[config.mk]
export PLATFORM = sky130hd
export DESIGN_NAME = irqFanInAgg
export DESIGN_NICKNAME = d
export VERILOG_FILES = /design/src/rtl/irqAggPkg.sv /design/src/rtl/irqAggRegCtl.sv /design/src/rtl/irqAggCell.sv /design/src/rtl/irqAggDatapath.sv /design/src/rtl/irqFanInAgg.sv
export SDC_FILE = /design/constraint.sdc
export NUM_CORES = 1
export LEC_CHECK = 0
export ABC_CLOCK_PERIOD_IN_PS = 3100
export CAP_MARGIN = 25
export CORE_UTILIZATION = 53
export DETAILED_ROUTE_END_ITERATION = 16
export GPL_TIMING_DRIVEN = 0
export PLACE_DENSITY = 0.85
export SLEW_MARGIN = 5
export SYNTH_ARGS = -nofsm -noshare
export SYNTH_HDL_FRONTEND = slang
export SYNTH_HIERARCHICAL = 1
export SYNTH_SLANG_ARGS = --single-unit
[constraint.sdc]
create_clock -name clk -period 3.1 [get_ports clk]
set_input_delay 0.465 -clock clk [delete_from_list [all_inputs] [get_ports clk]]
set_output_delay 0.465 -clock clk [all_outputs]
set_load 0.02 [all_outputs]
[src/rtl/irqAggPkg.sv]
package irqAggPkg;
  localparam int unsigned SrcCount = 32;
  localparam int unsigned AddrWidth = 6;
  localparam logic [AddrWidth-1:0] PendOff = 6'h00;
  localparam logic [AddrWidth-1:0] MaskOff = 6'h10;
  localparam logic [AddrWidth-1:0] CtrlOff = 6'h28;
  localparam int unsigned EdgeBit = 3;
  localparam int unsigned MsgOffBit = 5;

  typedef enum logic [1:0] {
    RdNone,
    RdPend,
    RdMask,
    RdCtrl
  } rdSelT;

  typedef struct packed {
    logic  wrPend;
    logic  wrMask;
    logic  wrCtrl;
    rdSelT rdSel;
  } regStrobeT;
endpackage

[src/rtl/irqAggRegCtl.sv]
module irqAggRegCtl
  import irqAggPkg::*;
#(
  parameter int unsigned AddrW = AddrWidth
) (
  input  logic [AddrW-1:0] regAddr,
  input  logic             regWrEn,
  output regStrobeT        strobes
);
  logic hitPend;
  logic hitMask;
  logic hitCtrl;

  always_comb begin
    hitPend = (regAddr == AddrW'(PendOff));
    hitMask = (regAddr == AddrW'(MaskOff));
    hitCtrl = (regAddr == AddrW'(CtrlOff));
    strobes.wrPend = regWrEn && hitPend;
    strobes.wrMask = regWrEn && hitMask;
    strobes.wrCtrl = regWrEn && hitCtrl;
    if (hitPend)      strobes.rdSel = RdPend;
    else if (hitMask) strobes.rdSel = RdMask;
    else if (hitCtrl) strobes.rdSel = RdCtrl;
    else              strobes.rdSel = RdNone;
  end
endmodule

[src/rtl/irqAggCell.sv]
module irqAggCell (
  input  logic clk,
  input  logic rstN,
  input  logic reqIn,
  input  logic edgeMode,
  input  logic clrReq,
  output logic pendQ
);
  logic prevQ;
  logic setHit;

  always_comb begin
    if (edgeMode) setHit = reqIn && !prevQ;
    else          setHit = reqIn;
  end

  always_ff @(posedge clk or negedge rstN) begin
    if (!rstN) begin
      prevQ <= 1'b0;
      pendQ <= 1'b0;
    end else begin
      prevQ <= reqIn;
      if (setHit)      pendQ <= 1'b1;
      else if (clrReq) pendQ <= 1'b0;
    end
  end
endmodule

[src/rtl/irqAggDatapath.sv]
module irqAggDatapath
  import irqAggPkg::*;
#(
  parameter int unsigned NumSrc = SrcCount
) (
  input  logic              clk,
  input  logic              rstN,
  input  logic [NumSrc-1:0] irqIn,
  input  logic [NumSrc-1:0] regWrData,
  input  regStrobeT         strobes,
  output logic [NumSrc-1:0] regRdData,
  output logic [NumSrc-1:0] pendVec,
  output logic [NumSrc-1:0] maskVec,
  output logic              edgeMode,
  output logic              irqOut
);
  localparam logic [NumSrc-1:0] CtrlKeep =
    (NumSrc'(1) << EdgeBit) | (NumSrc'(1) << MsgOffBit);

  logic [NumSrc-1:0] ctrlQ;
  logic              anyLive;

  assign edgeMode = ctrlQ[EdgeBit];

  for (genvar i = 0; i < NumSrc; i++) begin : gSrc
    irqAggCell uCell (
      .clk      (clk),
      .rstN     (rstN),
      .reqIn    (irqIn[i]),
      .edgeMode (edgeMode),
      .clrReq   (strobes.wrPend && !regWrData[i]),
      .pendQ    (pendVec[i])
    );
  end

  always_ff @(posedge clk or negedge rstN) begin
    if (!rstN) begin
      maskVec <= '1;
      ctrlQ   <= '0;
    end else begin
      if (strobes.wrMask) maskVec <= regWrData;
      if (strobes.wrCtrl) ctrlQ   <= regWrData & CtrlKeep;
    end
  end

  assign anyLive = |(pendVec & ~maskVec);

  always_ff @(posedge clk or negedge rstN) begin
    if (!rstN) irqOut <= 1'b0;
    else       irqOut <= anyLive;
  end

  always_comb begin
    unique case (strobes.rdSel)
      RdPend:  regRdData = pendVec;
      RdMask:  regRdData = maskVec;
      RdCtrl:  regRdData = ctrlQ;
      default: regRdData = '0;
    endcase
  end
endmodule

[src/rtl/irqFanInAgg.sv]
module irqFanInAgg
  import irqAggPkg::*;
#(
  parameter int unsigned NumSrc = SrcCount,
  parameter int unsigned AddrW  = AddrWidth
) (
  input  logic              clk,
  input  logic              rstN,
  input  logic [NumSrc-1:0] irqIn,
  input  logic [AddrW-1:0]  regAddr,
  input  logic [NumSrc-1:0] regWrData,
  input  logic              regWrEn,
  output logic [NumSrc-1:0] regRdData,
  output logic              irqOut
);
  regStrobeT         strobes;
  logic [NumSrc-1:0] pendVec;
  logic [NumSrc-1:0] maskVec;
  logic              edgeMode;

  irqAggRegCtl #(.AddrW(AddrW)) uCtl (
    .regAddr (regAddr),
    .regWrEn (regWrEn),
    .strobes (strobes)
  );

  irqAggDatapath #(.NumSrc(NumSrc)) uDp (
    .clk       (clk),
    .rstN      (rstN),
    .irqIn     (irqIn),
    .regWrData (regWrData),
    .strobes   (strobes),
    .regRdData (regRdData),
    .pendVec   (pendVec),
    .maskVec   (maskVec),
    .edgeMode  (edgeMode),
    .irqOut    (irqOut)
  );
endmodule

Yosys cells after proc, flatten, opt, wreduce, memory -nomap -nowiden
Index checks and enable logic that the tools add are counted.

Register bits: 99. Input bits: 73. Output and inout bits: 33. Word-level logic and storage cells: 339.

Eq/ne operators: 5. Mux-type cells: 100. Bitwise operators: 2. Reductions and logical operators: 165.

Operator list (number): $mux W1 (96); $pmux W32 S3 (1); $logic_and A1 B1 Y1 (67); $logic_not A1 Y1 (64); $reduce_bool A2 Y1 (32); $and A32 B32 Y32 (1); $not A32 Y32 (1); $reduce_or A32 Y1 (1); $eq A6 B5 Y1 const B (1); $eq A6 B6 Y1 const B (1); $logic_not A6 Y1 (1); $mux W2 (3); $eq A2 B2 Y1 const B (2); $eq A2 B1 Y1 const B (1).

Longest topological paths before layout
Gate-level depths: netlist of run 1.

Depth in word-level cells: 6. Depth in mapped cells: 6. Mapped depth without buffers: 5.

Modules after synthesis
Netlist of run 1, hierarchy kept.

By module, submodules not included: irqAggDatapath (times used 1, cells each 206, area an instance 2168.3 µm², seq. area each 915.9 µm²); irqAggCell (times used 32, cells each 5, area an instance 66.3 µm², seq. area each 50.0 µm²); irqAggRegCtl (times used 1, cells each 10, area an instance 61.3 µm², seq. area each 0.0 µm²).

Worst setup path after synthesis of run 1
OpenSTA, ideal clock, no wires.

Kind: input-to-output. Start: input regAddr[1]. End: output regRdData[0]. Arrival: 1.978 ns. Data required time: 2.635 ns. Slack: 0.657 ns. Stages on the path: 6. Path buffers: 2. Path through: or4_4 > o22ai_1 > nor2b_4 > buf_6 > buf_6 > a22o_1.

RTL lines: from (decl) (line irqFanInAgg.sv:10) `input logic [AddrW-1:0] regAddr,`; to (decl) (line irqFanInAgg.sv:13) `output logic [NumSrc-1:0] regRdData,`.

==> metrics.md, run 1 <==
| Metric | Value |
|---|---|
| Leakage power | `between 2 and 3 nW` |
| Placer Congestion | `approximately 0.8` |
| Cell Pwr Density | `approximately 450 nW/um^2` |
| Maximum clock frequency | `approximately 320 MHz` |
| Max Used Layer | `met4` |
| Via Count | `about 3.3k` |
| Crit. End Element | `primary output` |
| Synth cell types | `23` |
| Port bufs | `105` |
| Per-cell routed wire length | `~18 um` |
| Layout area overhead | `31.1%` |
| Final nets | `569` |
| Max_cap viols | `0` |
| DP HPWL | `around 7700 um` |
| Peak VDD IR | `243 uV` |
| Total global routing overflow | `0` |
| Worst Reg-to-Reg Cells | `3` |
| Flops & latches, synth | `99` |
| Worst-Margin Slew | `0.692 ns` |
| Die ar. | `8580 um^2` |
| Crit path required time | `between 2 and 3 ns` |
| CTS tree | `built` |
| Met2 wire len | `approximately 5500 um` |
| Post-Syn Area per Cell | `around 12 um^2` |
| Met3 WL | `~530 um` |
| Cts bufs inserted | `9` |
| Metal-1 WL | `4500 um` |
| Root Buffer | `clkbuf_8` |
| Fillcell total | `between 500 and 600` |
| Setup TNS | `-0.0705 ns` |
| Share of cells above drive strength 1 | `0.188` |
| Vias in the first global route | `~3.5k` |
| DR DRC count | `0` |
| Placed Area | `roughly 5600 um^2` |
| Post-layout util | `0.727` |
| Die Y | `92.6 um` |
| Chip Width | `between 90 and 100 um` |
| Routed wire length | `around 11000 um` |
| Final Skew | `about 0.010 ns` |
| All-Layer GR Usage | `0.271` |
| Effective utilization at floorplan | `0.555` |
| Synthesis Warnings | `6` |
| Initial antenna violation count | `0` |
| DRT Pass-1 Iters | `4` |
| Mapped cell area | `4350 um^2` |
| Failing checks | `setup timing` |
| PnR worst setup slack | `-0.0189 ns` |
| Post-Synthesis Cells | `approximately 380` |
| Clock transition at the registers of the reported paths | `about 0.1 ns` |
| Max Buffers Root-to-Sink | `2` |
| Vias per cell | `roughly 5.5` |
| CP arrival | `~2.7 ns` |
| Largest net degree at the start of global routing | `between 50 and 60` |
| Final hold viol count | `0` |
| Period utilisation layout | `1.01` |
| Fin area | `roughly 5700 um^2` |
| N_diodes | `0` |
| Seq/Total Area, Yosys | `0.578` |
| Clock tree sinks | `a little under 100` |
| Critical Path Fanout Max | `10` |
| Htree depth | `3` |
| Row cnt | `32` |
| Clock insertion delay at the later pin of the skew report | `roughly 0.37 ns` |
| Hold Crit Class | `primary input to async pin` |
| Unrepaired setup endpoints after global routing | `true` |
| Nature of the critical path startpoint | `primary input` |
| First-pass GRT wire length | `17500 um` |
| DRT iter0 DRCs | `between 100 and 150` |
| IO Count | `106` |
| Mapped Nets | `449` |
| Final min period | `approximately 3.1 ns` |
| Total core area | `just under 8000 um^2` |
| Status | `complete, but fails checks` |
| Worst setup path category | `primary input to primary output` |
| Pins Over Slew Limit | `0` |
| Count of final setup violators | `8` |
| Max_slew headroom | `0.535` |
| Post-route ant nets | `0` |
| Total power | `0.00257 W` |
## critical path, stage by stage
cell,delay [ns]
clkdlybuf4s50_1,0.43
or4_4,0.60
o22ai_4,0.21
nor2b_4,0.18
buf_6,0.12
buf_6,0.15
a22o_1,0.17
dlygate4sd2_1,0.33
## cell type report
| class | count | area, um^2 | area share |
|---|---|---|---|
| buffer | 14 | 106 | 0.0186 |
| clock buffer | 9 | 124 | 0.0217 |
| clock inverter | 7 | 71.3 | 0.0125 |
| inverter | 65 | 244 | 0.0428 |
| multi-input combinational | 198 | 1520 | 0.266 |
| sequential | 99 | 2520 | 0.441 |
| tap | 102 | 128 | 0.0224 |
| timing repair buffer | 109 | 996 | 0.175 |
## metal layers
metal / global-route usage / up-vias
met5: 0 / -
met4: 0.114 / 0
met3: 0.0484 / 23
met2: 0.474 / 112
met1: 0.331 / 1624
li1: - / 1530
## logic make-up (layout without fill, tap and decap cells)
group | after synthesis | after routing | synth area share
AO/OA/AOI/OAI | 84 | 84 | 0.157
buffers and inverters | 79 | 204 | 0.0788
flip-flops | 99 | 99 | 0.578
multiplexers | 34 | 34 | 0.0880
AND/OR/NAND/NOR | 80 | 80 | 0.0980
## cells in the final DEF, fill, tap and decap left out, types with 16 or more instances in the layout
| cell type | n |
|---|---|
| nor2b_1 | 32 |
| o22ai_1 | 16 |
| dfrtp_1 | 67 |
| a22o_1 | 64 |
| mux2_1 | 32 |
| nand2_1 | 35 |
| clkbuf_2 | 22 |
| dfstp_2 | 32 |
| inv_1 | 65 |
| clkdlybuf4s50_1 | 72 |
## per-stage QoR
stage                     std cells  setup slack (ns)  hold slack, ns
after floorplan                 376             0.657           0.169
after global placement          583             -1.96           0.494
after detailed placement        585            -0.475           0.500
after CTS                       603          0.000601           0.145
after global routing            603           -0.0797           0.167
final                           603           -0.0189           0.130
## sequential cells by signal (all words and copies together) (netlist names)
| signal | cells |
|---|---|
| uDp/gSrc.uCell/prevQ | 32 |
| uDp/gSrc.uCell/pendQ | 32 |
| uDp/maskVec | 32 |
| uDp/ctrlQ | 2 |
| uDp/irqOut | 1 |
## synthesized netlist by cell type
cell type	count	area [um^2]
or2_2	1	6.26
mux2_2	2	22.5
buf_6	4	45.0
dfrtp_1	67	1680
and2b_1	1	7.51
nand2_1	35	131
or4b_1	1	10.0
nor2b_1	32	200
nand4_1	1	6.26
buf_2	4	20.0
nor3_1	3	15.0
mux2_1	32	360
nor2b_4	1	13.8
or4_4	1	11.3
clkbuf_1	3	11.3
o21ai_0	2	10.0
a21oi_1	1	5.00
nor4_1	4	25.0
inv_1	65	244
a22o_1	64	561
dfstp_2	32	841
o22ai_1	17	106
buf_4	3	22.5
## final timing paths
check                                              from                  endpoint  slack, ns
worst min-delay path                               rstN  uDp/gSrc[19].uCell/prevQ       0.13
worst max register to register             uDp/ctrlQ[3]  uDp/gSrc[14].uCell/pendQ       1.72
worst min register to register  uDp/gSrc[3].uCell/pendQ   uDp/gSrc[3].uCell/pendQ       0.52
worst max-delay path                         regAddr[1]              regRdData[0]      -0.02
min in group clk                uDp/gSrc[3].uCell/pendQ   uDp/gSrc[3].uCell/pendQ       0.52
max in group asynchronous                          rstN           uDp/maskVec[28]       2.25
## report_power, final
group / total (W) / switching, W / internal, W
registers: 0.00147 / 0.0000600 / 0.00141
clock network: 0.000807 / 0.000493 / 0.000314
logic: 0.000288 / 0.000128 / 0.000160
total: 0.00257 / 0.000681 / 0.00189
## timing repair
action                                  4_1_cts  5_1_grt
cloned                                        0        0
hold buffers                                  0        0
setup buffers                                 2        0
resized for setup                            54       30
pin swaps                                     1        0
endpoints found under the setup margin       32       32
Note: power is estimated with default switching activity, not from simulation.
==> inputs of run 2 (changes only) <==
- PLACE_DENSITY: 0.85 -> 0.87
==> run 2 against run 1 <==
Effect of this change: the run still ends with setup timing left; power down 2.8%; final cell count unchanged; global-route usage up 0.24 points; largest cell class unchanged; largest power group unchanged.
==> metrics.md, run 2 (synthesis results as in run 1) <==
| Metric | Value |
|---|---|
| Status | `complete, but fails checks` |
| Failing checks | `setup timing` |
| Int Power | `about 0.0019 W` |
| Vias in the first global route | `3484` |
| Commonest non-fill, non-tap cell in the layout | `clkdlybuf4s50_1` |
| Metal-1 WL | `4630 um` |
| Cts bufs inserted | `9` |
| Effective utilization at floorplan | `0.555` |
| Count of final setup violators | `6` |
| Max_cap viols | `0` |
| DRT iter0 DRCs | `146` |
| PnR worst setup slack | `-0.0432 ns` |
| Peak VDD IR | `between 300 and 400 uV` |
| Post-route ant nets | `0` |
| Cts hold-fix bufs | `0` |
| Cell Pwr Density | `440 nW/um^2` |
| Root Buffer | `clkbuf_8` |
| Clock tree sinks | `between 90 and 100` |
| N_diodes | `0` |
| Crit. End Element | `primary output` |
| Top flop regs | `uDp/gSrc.uCell/pendQ: 32 flops, uDp/gSrc.uCell/prevQ: 32 flops, uDp/maskVec: 32 flops` |
| Chip Width | `around 93 um` |
| Initial antenna violation count | `0` |
| Pins Over Slew Limit | `0` |
| Row cnt | `32` |
| Max_slew headroom | `0.552` |
| Layout area overhead | `30.4%` |
| Final hold viol count | `0` |
| Final Skew | `0.0109 ns` |
| Share of cells above drive strength 1 | `0.200` |
| Hold Crit Class | `primary input to async pin` |
| Period utilisation layout | `1.01` |
| Unrepaired setup endpoints after global routing | `true` |
| DRT Pass-1 Iters | `4` |
| Commonest non-fill, non-tap cells in the layout | `clkdlybuf4s50_1 (72), dfrtp_1 (67), inv_1 (65)` |
| IO Count | `approximately 110` |
| R2r endpoint | `uDp/gSrc[7].uCell/pendQ` |
| Met2 wire len | `around 5600 um` |
| Placer Congestion | `around 0.76` |
| CP arrival | `2.68 ns` |
| Power share of the combinational group | `0.116` |
| Fillcell total | `589` |
| Leakage power | `about 2.5 nW` |
| Met3 WL | `~460 um` |
| FF+latch area | `about 2500 um^2` |
| Worst Reg-to-Reg Cells | `3` |
| Total core area | `7850 um^2` |
| Final nets | `569` |
| Clock transition at the registers of the reported paths | `0.10 ns` |
| Worst setup path start | `regAddr[4]` |
| Critical Path Fanout Max | `10` |
| Multi-input gate area | `~1500 um^2` |
| DR DRC count | `0` |
| CTS tree | `built` |
| Crit path required time | `approximately 2.6 ns` |
| First-pass GRT wire length | `roughly 18000 um` |
| Largest net degree at the start of global routing | `73` |
| Vias per cell | `between 5 and 6` |
| Total power | `~0.0025 W` |
| Per-cell routed wire length | `between 15 and 20 um` |
| Worst r2r src | `uDp/ctrlQ[3]` |
| All-Layer GR Usage | `0.274` |
| Total global routing overflow | `0` |
| DP HPWL | `7640 um` |
| Clock Power Share | `0.293` |
| Port bufs | `approximately 110` |
| P_sw | `~0.00063 W` |
| Via Count | `around 3.3k` |
| Maximum clock frequency | `roughly 320 MHz` |
| Sequential power share | `0.591` |
| Die Y | `~90 um` |
| Worst-Margin Slew | `between 0.6 and 0.7 ns` |
| Die ar. | `about 8600 um^2` |
| Routed wire length | `about 11000 um` |
| Setup TNS | `-0.144 ns` |
| Worst R2R Setup Slack | `1.71 ns` |
| Switching share of power | `0.252` |
| Htree depth | `3` |
| Max Used Layer | `met4` |
| Clock insertion delay at the later pin of the skew report | `about 0.36 ns` |
| Worst setup path category | `primary input to primary output` |
| Nature of the critical path startpoint | `primary input` |
| Hold_ws | `0.00300 ns` |
| Max Buffers Root-to-Sink | `2` |
| Final min period | `approximately 3.1 ns` |
-- run 2: worst max-delay path: stages --
cell,delay (ns)
clkdlybuf4s50_1,0.44
or4_4,0.60
o22ai_4,0.22
and2b_1,0.24
buf_4,0.19
a22o_1,0.19
dlygate4sd2_1,0.32
-- run 2: worst max-delay path by stage --
stage,depth (start not counted),slack [ns],to
floorplan,6,0.66,regRdData[0]
detailed placement,8,-0.50,regRdData[1]
global route,7,-0.09,regRdData[29]
global placement,1,-1.92,uDp/gSrc[9].uCell/prevQ
finish,7,-0.04,regRdData[31]
CTS,7,0.01,regRdData[29]
-- run 2: cell type report --
| class | count | share of cell area |
|---|---|---|
| buffer | 14 | 0.0187 |
| timing repair buffer | 109 | 0.174 |
| tap | 102 | 0.0225 |
| sequential | 99 | 0.444 |
| multi-input combinational | 198 | 0.268 |
| clock buffer | 10 | 0.0225 |
| inverter | 65 | 0.0430 |
| clock inverter | 6 | 0.00750 |
-- run 2: what timing repair did --
item | 4_1_cts | 5_1_grt
buffers inserted | 2 | 0
pin swaps | 1 | 1
gates cloned | 0 | 0
resized for setup | 72 | 29
endpoints found under the setup margin | 32 | 32
endpoints found under the hold margin | 0 | 0
-- run 2: power by group through the flow --
stage	Clock [W]	Sequential, W	Combinational (W)
after floorplan	0	0.00148	0.000103
after global placement	0	0.00150	0.000256
after detailed placement	0	0.00150	0.000291
after CTS	0.000746	0.00148	0.000293
after global routing	0.000806	0.00149	0.000312
final	0.000731	0.00148	0.000289
-- run 2: metal layers --
metal  global-route usage  vias up
li1                     -     1533
met4                0.103        0
met2                0.473      101
met3               0.0460       21
met1                0.346     1666
met5                    0        -
-- run 2: stage by stage --
| step | std cells | utilization | worst slack, ns | cell area (um^2) |
|---|---|---|---|---|
| global route | 603 | 0.723 | -0.0904 | 5670 |
| finish | 603 | 0.723 | -0.0432 | 5670 |
| detailed placement | 585 | 0.711 | -0.497 | 5580 |
| floorplan | 376 | - | 0.657 | 4350 |
| CTS | 603 | 0.740 | 0.0110 | 5800 |
| global placement | 583 | 0.705 | -1.92 | 5530 |
